$ cat config.mk
export PLATFORM = sky130hd
export DESIGN_NAME = ee_serial_host
export DESIGN_NICKNAME = d
export VERILOG_FILES = /design/src/rtl/ee_serial_host.sv
export SDC_FILE = /design/constraint.sdc
export NUM_CORES = 1
export LEC_CHECK = 0
export CAP_MARGIN = 20
export CELL_PAD_IN_SITES_DETAIL_PLACEMENT = 1
export CELL_PAD_IN_SITES_GLOBAL_PLACEMENT = 1
export CORE_ASPECT_RATIO = 0.9
export CORE_MARGIN = 3
export CORE_UTILIZATION = 38
export DETAILED_ROUTE_END_ITERATION = 6
export MAX_ROUTING_LAYER = met4
export PLACE_DENSITY_LB_ADDON = 0.1
export RECOVER_POWER = 50
export SYNTH_ARGS = -nofsm -noshare
export SYNTH_HDL_FRONTEND = slang
export SYNTH_SLANG_ARGS = --single-unit
$ cat constraint.sdc
create_clock -name clk -period 2.3 [get_ports clk]
set_input_delay 0.46 -clock clk [delete_from_list [all_inputs] [get_ports clk]]
set_output_delay 0.46 -clock clk [all_outputs]
set_load 0.005 [all_outputs]
$ cat src/rtl/ee_serial_host.sv
module ee_serial_host #(
  parameter int AW       = 8,
  parameter int DW       = 16,
  parameter int CW       = 9,
  parameter int DIV      = 4,
  parameter int CSMIN    = 16,
  parameter int POLL_LIM = 1024
) (
  input  logic          clk,
  input  logic          rst_n,
  input  logic          req_valid,
  input  logic [2:0]    req_op,
  input  logic [AW-1:0] req_addr,
  input  logic [DW-1:0] req_wdata,
  input  logic [CW-1:0] req_count,
  output logic          busy,
  output logic          done,
  output logic          err,
  output logic          rd_valid,
  output logic [DW-1:0] rd_data,
  output logic [AW-1:0] rd_addr,
  output logic          mem_cs,
  output logic          mem_sk,
  output logic          mem_di,
  input  logic          mem_do
);
  localparam int FW  = 3 + AW + DW;
  localparam int NW  = $clog2(FW + 1);
  localparam int DVW = $clog2(DIV + 1);
  localparam int GW  = $clog2(CSMIN + 1);
  localparam int PW  = $clog2(POLL_LIM + 1);
  localparam int BW  = $clog2(DW);

  localparam logic [2:0] OP_RD = 3'd0, OP_WR = 3'd1, OP_ER = 3'd2, OP_EN = 3'd3,
                         OP_DS = 3'd4, OP_EA = 3'd5, OP_WA = 3'd6, OP_BAD = 3'd7;

  typedef enum logic [2:0] {S_IDLE, S_SEND, S_READ, S_GAP, S_POLL, S_CLR} st_t;

  st_t            state;
  logic [FW-1:0]  sh, frame;
  logic [NW-1:0]  bitn, flen;
  logic [DVW-1:0] dcnt;
  logic [GW-1:0]  gcnt;
  logic [PW-1:0]  pcnt;
  logic [CW-1:0]  words;
  logic [AW-1:0]  raddr, afld;
  logic [DW-1:0]  rsh;
  logic [BW-1:0]  rbit;
  logic [1:0]     opc;
  logic           is_rd, prog, polled, tmo, has_data, prog_op;

  wire run  = (state == S_SEND) || (state == S_READ) || (state == S_POLL) || (state == S_CLR);
  wire tick = (dcnt == DVW'(DIV - 1));

  assign busy     = (state != S_IDLE);
  assign mem_di   = (state == S_CLR) || ((state == S_SEND) && sh[FW-1]);
  assign has_data = (req_op == OP_WR) || (req_op == OP_WA);
  assign prog_op  = has_data || (req_op == OP_ER) || (req_op == OP_EA);
  assign flen     = has_data ? NW'(FW) : NW'(FW - DW);
  assign frame    = {1'b1, opc, afld, (has_data ? req_wdata : {DW{1'b0}})};

  always_comb begin
    opc  = 2'b00;
    afld = req_addr;
    case (req_op)
      OP_RD:   opc = 2'b10;
      OP_WR:   opc = 2'b01;
      OP_ER:   opc = 2'b11;
      OP_EN:   afld = {2'b11, {(AW-2){1'b0}}};
      OP_DS:   afld = {2'b00, {(AW-2){1'b0}}};
      OP_EA:   afld = {2'b10, {(AW-2){1'b0}}};
      default: afld = {2'b01, {(AW-2){1'b0}}};
    endcase
  end

  always_ff @(posedge clk or negedge rst_n)
    if (!rst_n)              dcnt <= '0;
    else if (run && !tick)   dcnt <= dcnt + DVW'(1);
    else                     dcnt <= '0;

  always_ff @(posedge clk or negedge rst_n) begin
    if (!rst_n) begin
      state <= S_IDLE; sh <= '0; bitn <= '0; gcnt <= '0; pcnt <= '0;
      words <= '0; raddr <= '0; rsh <= '0; rbit <= '0;
      is_rd <= 1'b0; prog <= 1'b0; polled <= 1'b0; tmo <= 1'b0;
      mem_cs <= 1'b0; mem_sk <= 1'b0;
      done <= 1'b0; err <= 1'b0; rd_valid <= 1'b0; rd_data <= '0; rd_addr <= '0;
    end else begin
      done     <= 1'b0;
      err      <= 1'b0;
      rd_valid <= 1'b0;
      case (state)
        S_IDLE: if (req_valid) begin
          if (req_op == OP_BAD || (req_op == OP_RD && req_count == '0)) begin
            done <= 1'b1;
            err  <= (req_op == OP_BAD);
          end else begin
            state  <= S_SEND;
            mem_cs <= 1'b1;
            mem_sk <= 1'b0;
            sh     <= frame;
            bitn   <= flen;
            is_rd  <= (req_op == OP_RD);
            prog   <= prog_op;
            polled <= 1'b0;
            tmo    <= 1'b0;
            words  <= req_count;
            raddr  <= req_addr;
            rbit   <= '0;
          end
        end
        S_SEND: if (tick) begin
          if (!mem_sk) mem_sk <= 1'b1;
          else begin
            mem_sk <= 1'b0;
            sh     <= {sh[FW-2:0], 1'b0};
            bitn   <= bitn - NW'(1);
            if (bitn == NW'(1)) begin
              if (is_rd) state <= S_READ;
              else begin
                state  <= S_GAP;
                mem_cs <= 1'b0;
                gcnt   <= '0;
              end
            end
          end
        end
        S_READ: if (tick) begin
          if (!mem_sk) mem_sk <= 1'b1;
          else begin
            mem_sk <= 1'b0;
            rsh    <= {rsh[DW-2:0], mem_do};
            rbit   <= rbit + BW'(1);
            if (rbit == BW'(DW - 1)) begin
              rd_valid <= 1'b1;
              rd_data  <= {rsh[DW-2:0], mem_do};
              rd_addr  <= raddr;
              raddr    <= raddr + AW'(1);
              words    <= words - CW'(1);
              if (words == CW'(1)) begin
                state  <= S_GAP;
                mem_cs <= 1'b0;
                gcnt   <= '0;
              end
            end
          end
        end
        S_GAP: begin
          gcnt <= gcnt + GW'(1);
          if (gcnt == GW'(CSMIN - 1)) begin
            if (prog && !polled) begin
              state  <= S_POLL;
              mem_cs <= 1'b1;
              pcnt   <= '0;
            end else begin
              state <= S_IDLE;
              done  <= 1'b1;
              err   <= tmo;
            end
          end
        end
        S_POLL: if (tick) begin
          if (mem_do) state <= S_CLR;
          else if (pcnt == PW'(POLL_LIM - 1)) begin
            tmo    <= 1'b1;
            polled <= 1'b1;
            mem_cs <= 1'b0;
            gcnt   <= '0;
            state  <= S_GAP;
          end else pcnt <= pcnt + PW'(1);
        end
        S_CLR: if (tick) begin
          if (!mem_sk) mem_sk <= 1'b1;
          else begin
            mem_sk <= 1'b0;
            mem_cs <= 1'b0;
            polled <= 1'b1;
            gcnt   <= '0;
            state  <= S_GAP;
          end
        end
        default: state <= S_IDLE;
      endcase
    end
  end

  logic [GW-1:0] lowlen;
  always_ff @(posedge clk or negedge rst_n)
    if (!rst_n)                      lowlen <= '0;
    else if (mem_cs)                 lowlen <= '0;
    else if (lowlen != GW'(CSMIN))   lowlen <= lowlen + GW'(1);

  a_r1_busy_ends_with_done: assert property (@(posedge clk) disable iff (!rst_n)
    $fell(busy) |-> done);
  a_r1_no_busy_at_done: assert property (@(posedge clk) disable iff (!rst_n)
    done |-> !busy);
  a_r3_di_stable_at_rise: assert property (@(posedge clk) disable iff (!rst_n)
    $rose(mem_sk) |-> $stable(mem_di));
  a_r3_sk_low_on_cs_edge: assert property (@(posedge clk) disable iff (!rst_n)
    ($rose(mem_cs) || $fell(mem_cs)) |-> !mem_sk);
  a_r6_min_deselect: assert property (@(posedge clk) disable iff (!rst_n)
    ($rose(mem_cs) && state == S_POLL) |-> (lowlen == GW'(CSMIN)));
  a_r8_err_only_with_done: assert property (@(posedge clk) disable iff (!rst_n)
    err |-> done);
endmodule

### After elaboration in Yosys (flattened, before gate mapping)

Cells that the tools add are included.

* bitwise gates (word level): 1
* mux-type cells: 114
* equality and inequality tests: 38
* reductions and logical operators: 41
* add/sub/neg operators: 7

Operator list (count)
* $mux W27: 4
* $mux W5: 18
* $mux W11: 5
* $pmux W27 S2: 1
* $mux W3: 17
* $mux W9: 5
* $mux W8: 5
* $mux W1: 39
* $pmux W8 S4: 1
* $ne A2 B2 Y1 const B: 14
* $reduce_and A14 Y1: 2
* $pmux W5 S5: 1
* $pmux W11 S2: 1
* $eq A3 B3 Y1 const B: 6
* $pmux W3 S6: 1
* $pmux W9 S2: 1
* $reduce_and A18 Y1: 1
* $reduce_and A6 Y1: 3
* $mux W16: 1
* $mux W4: 4
* $pmux W8 S2: 1
* $eq A3 B2 Y1 const B: 5
* $add A11 B1 Y11 const B: 1
* $eq A11 B10 Y1 const B: 1
* other kinds (34): 63

* output and inout port bits: 31
* bits of input ports: 40
* register bits after elaboration: 123

### Logic depth before layout (Yosys ltp)

* word-level depth: 6
* gate-level depth with buffers: 9
* gate-level depth less buffers: 9

### Worst setup path after synthesis

OpenSTA, ideal clock, no wires.

* kind: reg-to-reg
* from: reg dcnt[0]
* to: reg rd_addr[7]
* clock period less this slack: 2073 ps
* setup slack: 227 ps
* data required time: 2175 ps
* arrival: 1948 ps
* library setup time: 125 ps
* cell stages (with the launch flop): 8
* cell sequence: dfrtp_1 -> ha_1 -> ha_1 -> clkbuf_1 -> nand2_1 -> nor3_4 -> buf_2 -> mux2_2

* longest elaborated chain between the ends: 2

Ends and longest elaborated chain
* start, declared: RTL line 42 `logic [DVW-1:0] dcnt;`
* start signal, assigned: RTL line 78 `else if (run && !tick) dcnt <= dcnt + DVW'(1);`
* $eq A3 B2 Y1: RTL line 53 `wire tick = (dcnt == DVW'(DIV - 1));`
* $reduce_and A4 Y1 (no line)
* end signal, assigned: RTL line 137 `rd_addr <= raddr;`
* end, declared: RTL line 21 `output logic [AW-1:0] rd_addr,`

No other way between the ends.
A chain may end at the register's enable or synchronous reset.

### Worst setup path after layout

* from: reg words[1]
* to: reg mem_cs

* longest elaborated chain between the ends: 3

Ends and longest elaborated chain
* start, declared: RTL line 45 `logic [CW-1:0] words;`
* start signal, assigned: RTL line 107 `words <= req_count;`
* start signal, assigned: RTL line 139 `words <= words - CW'(1);`
* $eq A9 B1 Y1: RTL line 140 `if (words == CW'(1)) begin`
* $ne A2 B1 Y1 (no line)
* $reduce_and A18 Y1 (no line)
* end signal, assigned: RTL line 142 `mem_cs <= 1'b0;`
* end signal, assigned: RTL line 153 `mem_cs <= 1'b1;`
* end signal, assigned: RTL line 167 `mem_cs <= 1'b0;`
* end, declared: RTL line 22 `output logic mem_cs,`

No other way between the ends.

==> metrics.txt <==
status complete, no violations; top cell type's share of synthesized area 51.1%; pin count of the biggest net entering global routing 55; worst min-delay path class reg2reg; Final setup viols 0; global-route wire length before repair 27.6 mm; Max stage delay on crit path 0.48 ns; fraction of registers with async set/reset 100%; NumNets Final 754; Mapped Cells 589; Syn Nets 640; multi-input logic area 0.00279 mm^2; EDFF count, synth 0; Die W 139 um; Cell Area, Placed 0.00729 mm^2; Vias 4980; Hold Startpoint dcnt[0]; Final Core Density 51.9%; vias in the first global route 5364; Final Cell Area 0.00804 mm^2; Worst-Margin Slew 1.01 ns; fin. max-slew vios 0; IO Port Bufs 70; detailed placement HPWL 11.3 mm; Comb pwr share 31.7%; worst path bufs/invs 1; P&R area growth vs syn 33.4%; DRT iter0 DRCs 367; crit end category register; Starting Density 38.9%; Worst Skew 0.0120 ns; Clock power frac 33.3%; Clk pin slew, worst setup/hold paths 0.06 ns; sequential share of the synthesized area 51.1%; Fin. Hold Viols 0; pre-CTS worst setup slack -0.163 ns; GP Congestion 0.871; initial antenna violation count 0; global-route usage over all layers 19.9%; cells along the critical path inv_2 > ha_4 > or4b_4 > o31ai_4 > o211ai_2 > a211oi_4 > nand2_2 > o22a_1; worst setup margin 0.0574 ns; average size of a mapped cell 10.2 um^2; Max Freq 0.446 GHz; post-synthesis register bit count 123; fill count 1669; Worst path slowest cell or4b_4; Final Routed Wirelength 16.4 mm; total iterations of the first detailed-routing run 4; row cnt 43; max cap viols 0; CTS tree done; CP top delay family compound AO/OA/AOI/OAI gates; synth unique cells 71; Ports 71; Critical R2R Launch words[1]; Top FF cell, synth dfrtp_1; DRC 0; CTS max path bufs 2; Clk Latency, worst-skew pair 0.42 ns; Synth Cell Area 0.00603 mm^2; switching share of power 34.0%; H-tree depth 4; core area 0.0155 mm^2; Worst Setup Path Type reg2reg; Via density 5.42; routed len/inst 17.9 um; TritonCTS Buffers 17; CP Data Required Time 2.61 ns; CP max FO 5; diode count 0; GR Overflow Total 0; post-route ant nets 0; Startpoint Class register; Tcrit/Tclk final 97.5%; Power Total 9.06 mW; top-count cell post-synth dfrtp_1; Cell Int Power 5.98 mW; max_slew headroom 33.0%; Worst VDD drop 0.616 mV; Setup TNS 0 ns; cell taking the most area after synthesis dfrtp_1; min cycle time layout 2.24 ns; crit path from words[1]; Yosys Warn Count 0; Die ar. 0.0174 mm^2; root buffer cell clkbuf_16; P_sw 3.08 mW; Synth area leaders dfrtp_1 (51%), mux2_2 (7.1%), nand2_1 (4.4%); RSZ-0062 raised after global routing yes; Post-synth top cells dfrtp_1 (123), nand2_1 (70), nor2_1 (39), mux2_2 (38), o21ai_1 (38); critical path arrival 2.55 ns; chip height 125 um; sequential power share 35.0%; CTS Sinks 123; PD cells 1130 mW/mm^2; Lkg Pwr 3.58 nW; layout cells sized above 1 21.6%; storage element area 0.00308 mm^2
-- registers in the layout, indices dropped and copies added, names as in the netlist, 4 cells and up --
| name | flops |
|---|---|
| raddr | 8 |
| rbit | 4 |
| sh | 27 |
| gcnt | 5 |
| rd_data | 16 |
| pcnt | 11 |
| rd_addr | 8 |
| rsh | 15 |
| bitn | 5 |
| words | 9 |
-- placed cells by master (no fill, tap or decap), drive strengths merged, types with 3 or more instances in the layout --
cell type,Yosys,routed
a21boi,3,3
inv,14,17
bufinv,0,5
clkinv,0,4
clkbuf,13,20
nand2b,9,9
a22oi,23,23
clkdlybuf4s50,0,60
o31ai,4,4
nand3,19,19
nand2,70,70
o22ai,4,4
and2,3,3
a211oi,4,4
mux2i,3,3
dfrtp,123,123
nor3,14,14
nand3b,3,3
nand4,4,4
nor2b,5,5
nor3b,3,3
o21a,4,4
o22a,5,5
a2bb2oi,3,3
nor2,41,41
a21o,3,3
dlygate4sd3,0,10
a22o,4,4
and3,4,4
o21ai,63,63
ha,11,11
a31oi,9,9
nor4,4,4
mux2,41,41
buf,18,55
a21oi,30,30
-- worst reg2reg max path: stages, from the launching register on --
cell,delay [ns]
dfrtp_1,0.39
inv_2,0.08
ha_4,0.12
or4b_4,0.48
o31ai_4,0.25
o211ai_2,0.16
a211oi_4,0.29
nand2_2,0.15
o22a_1,0.22
-- timing repair --
action / CTS / global route
resized for setup: 8 / 6
endpoints found under the hold margin: 15 / 0
pin swaps: 4 / 7
buffers inserted: 1 / 5
hold buffers: 1 / 0
setup endpoints to repair: 7 / 8
-- power groups by stage --
stage          sequential, mW  clock (mW)  combinational, mW
2_1_floorplan            2.97           0               1.83
3_3_place_gp             3.15           0               2.58
3_5_place_dp             3.18           0               2.70
4_1_cts                  3.17        3.09               2.79
5_1_grt                  3.24        3.18               3.20
6_report                 3.17        3.02               2.87
-- layout make-up --
type,instances,share of cell area [%]
clock buffers,19,5.64
inverters,14,0.654
repair buffers,126,14.8
flip-flops and latches,123,38.3
well taps,202,3.14
multi-input cells,421,34.8
clock inverters,13,2.63
-- cells by family (layout without fill, tap and decap cells) --
logic type | Yosys count | count (layout) | synth area share (%)
AO/OA/AOI/OAI | 177 | 177 | 19.3
buffers and inverters | 45 | 172 | 3.38
multiplexers | 44 | 44 | 8.16
adder cells (fa/ha/maj) | 11 | 11 | 2.28
flip-flops | 123 | 123 | 51.1
AND/OR/NAND/NOR | 186 | 186 | 15.3
XOR/XNOR | 3 | 3 | 0.436
-- layer usage --
layer | global-route usage, % | up-vias | share of wire [%]
met3 | 4.63 | 16 | 3.7
met5 | - | - | 0
met2 | 31.2 | 89 | 48
li1 | - | 2369 | -
met4 | 5.06 | 0 | 1.2
met1 | 26.3 | 2506 | 48
-- stage by stage --
step | std cells | hold slack, ns
5_1_grt | 918 | 0.485
3_5_place_dp | 879 | 0.350
2_1_floorplan | 589 | 0.164
3_3_place_gp | 879 | 0.350
4_1_cts | 913 | 0.442
6_report | 918 | 0.447
-- worst paths after layout --
path	endpoint	slack [ns]	cells past startpoint
max	mem_cs	0.06	8
min	dcnt[0]	0.45	1
max reg2reg	mem_cs	0.06	8
min reg2reg	dcnt[0]	0.45	1
max in group asynchronous	rsh[6]	0.28	3
min in group asynchronous	sh[11]	0.72	2
(Power assumes the default switching activity.)
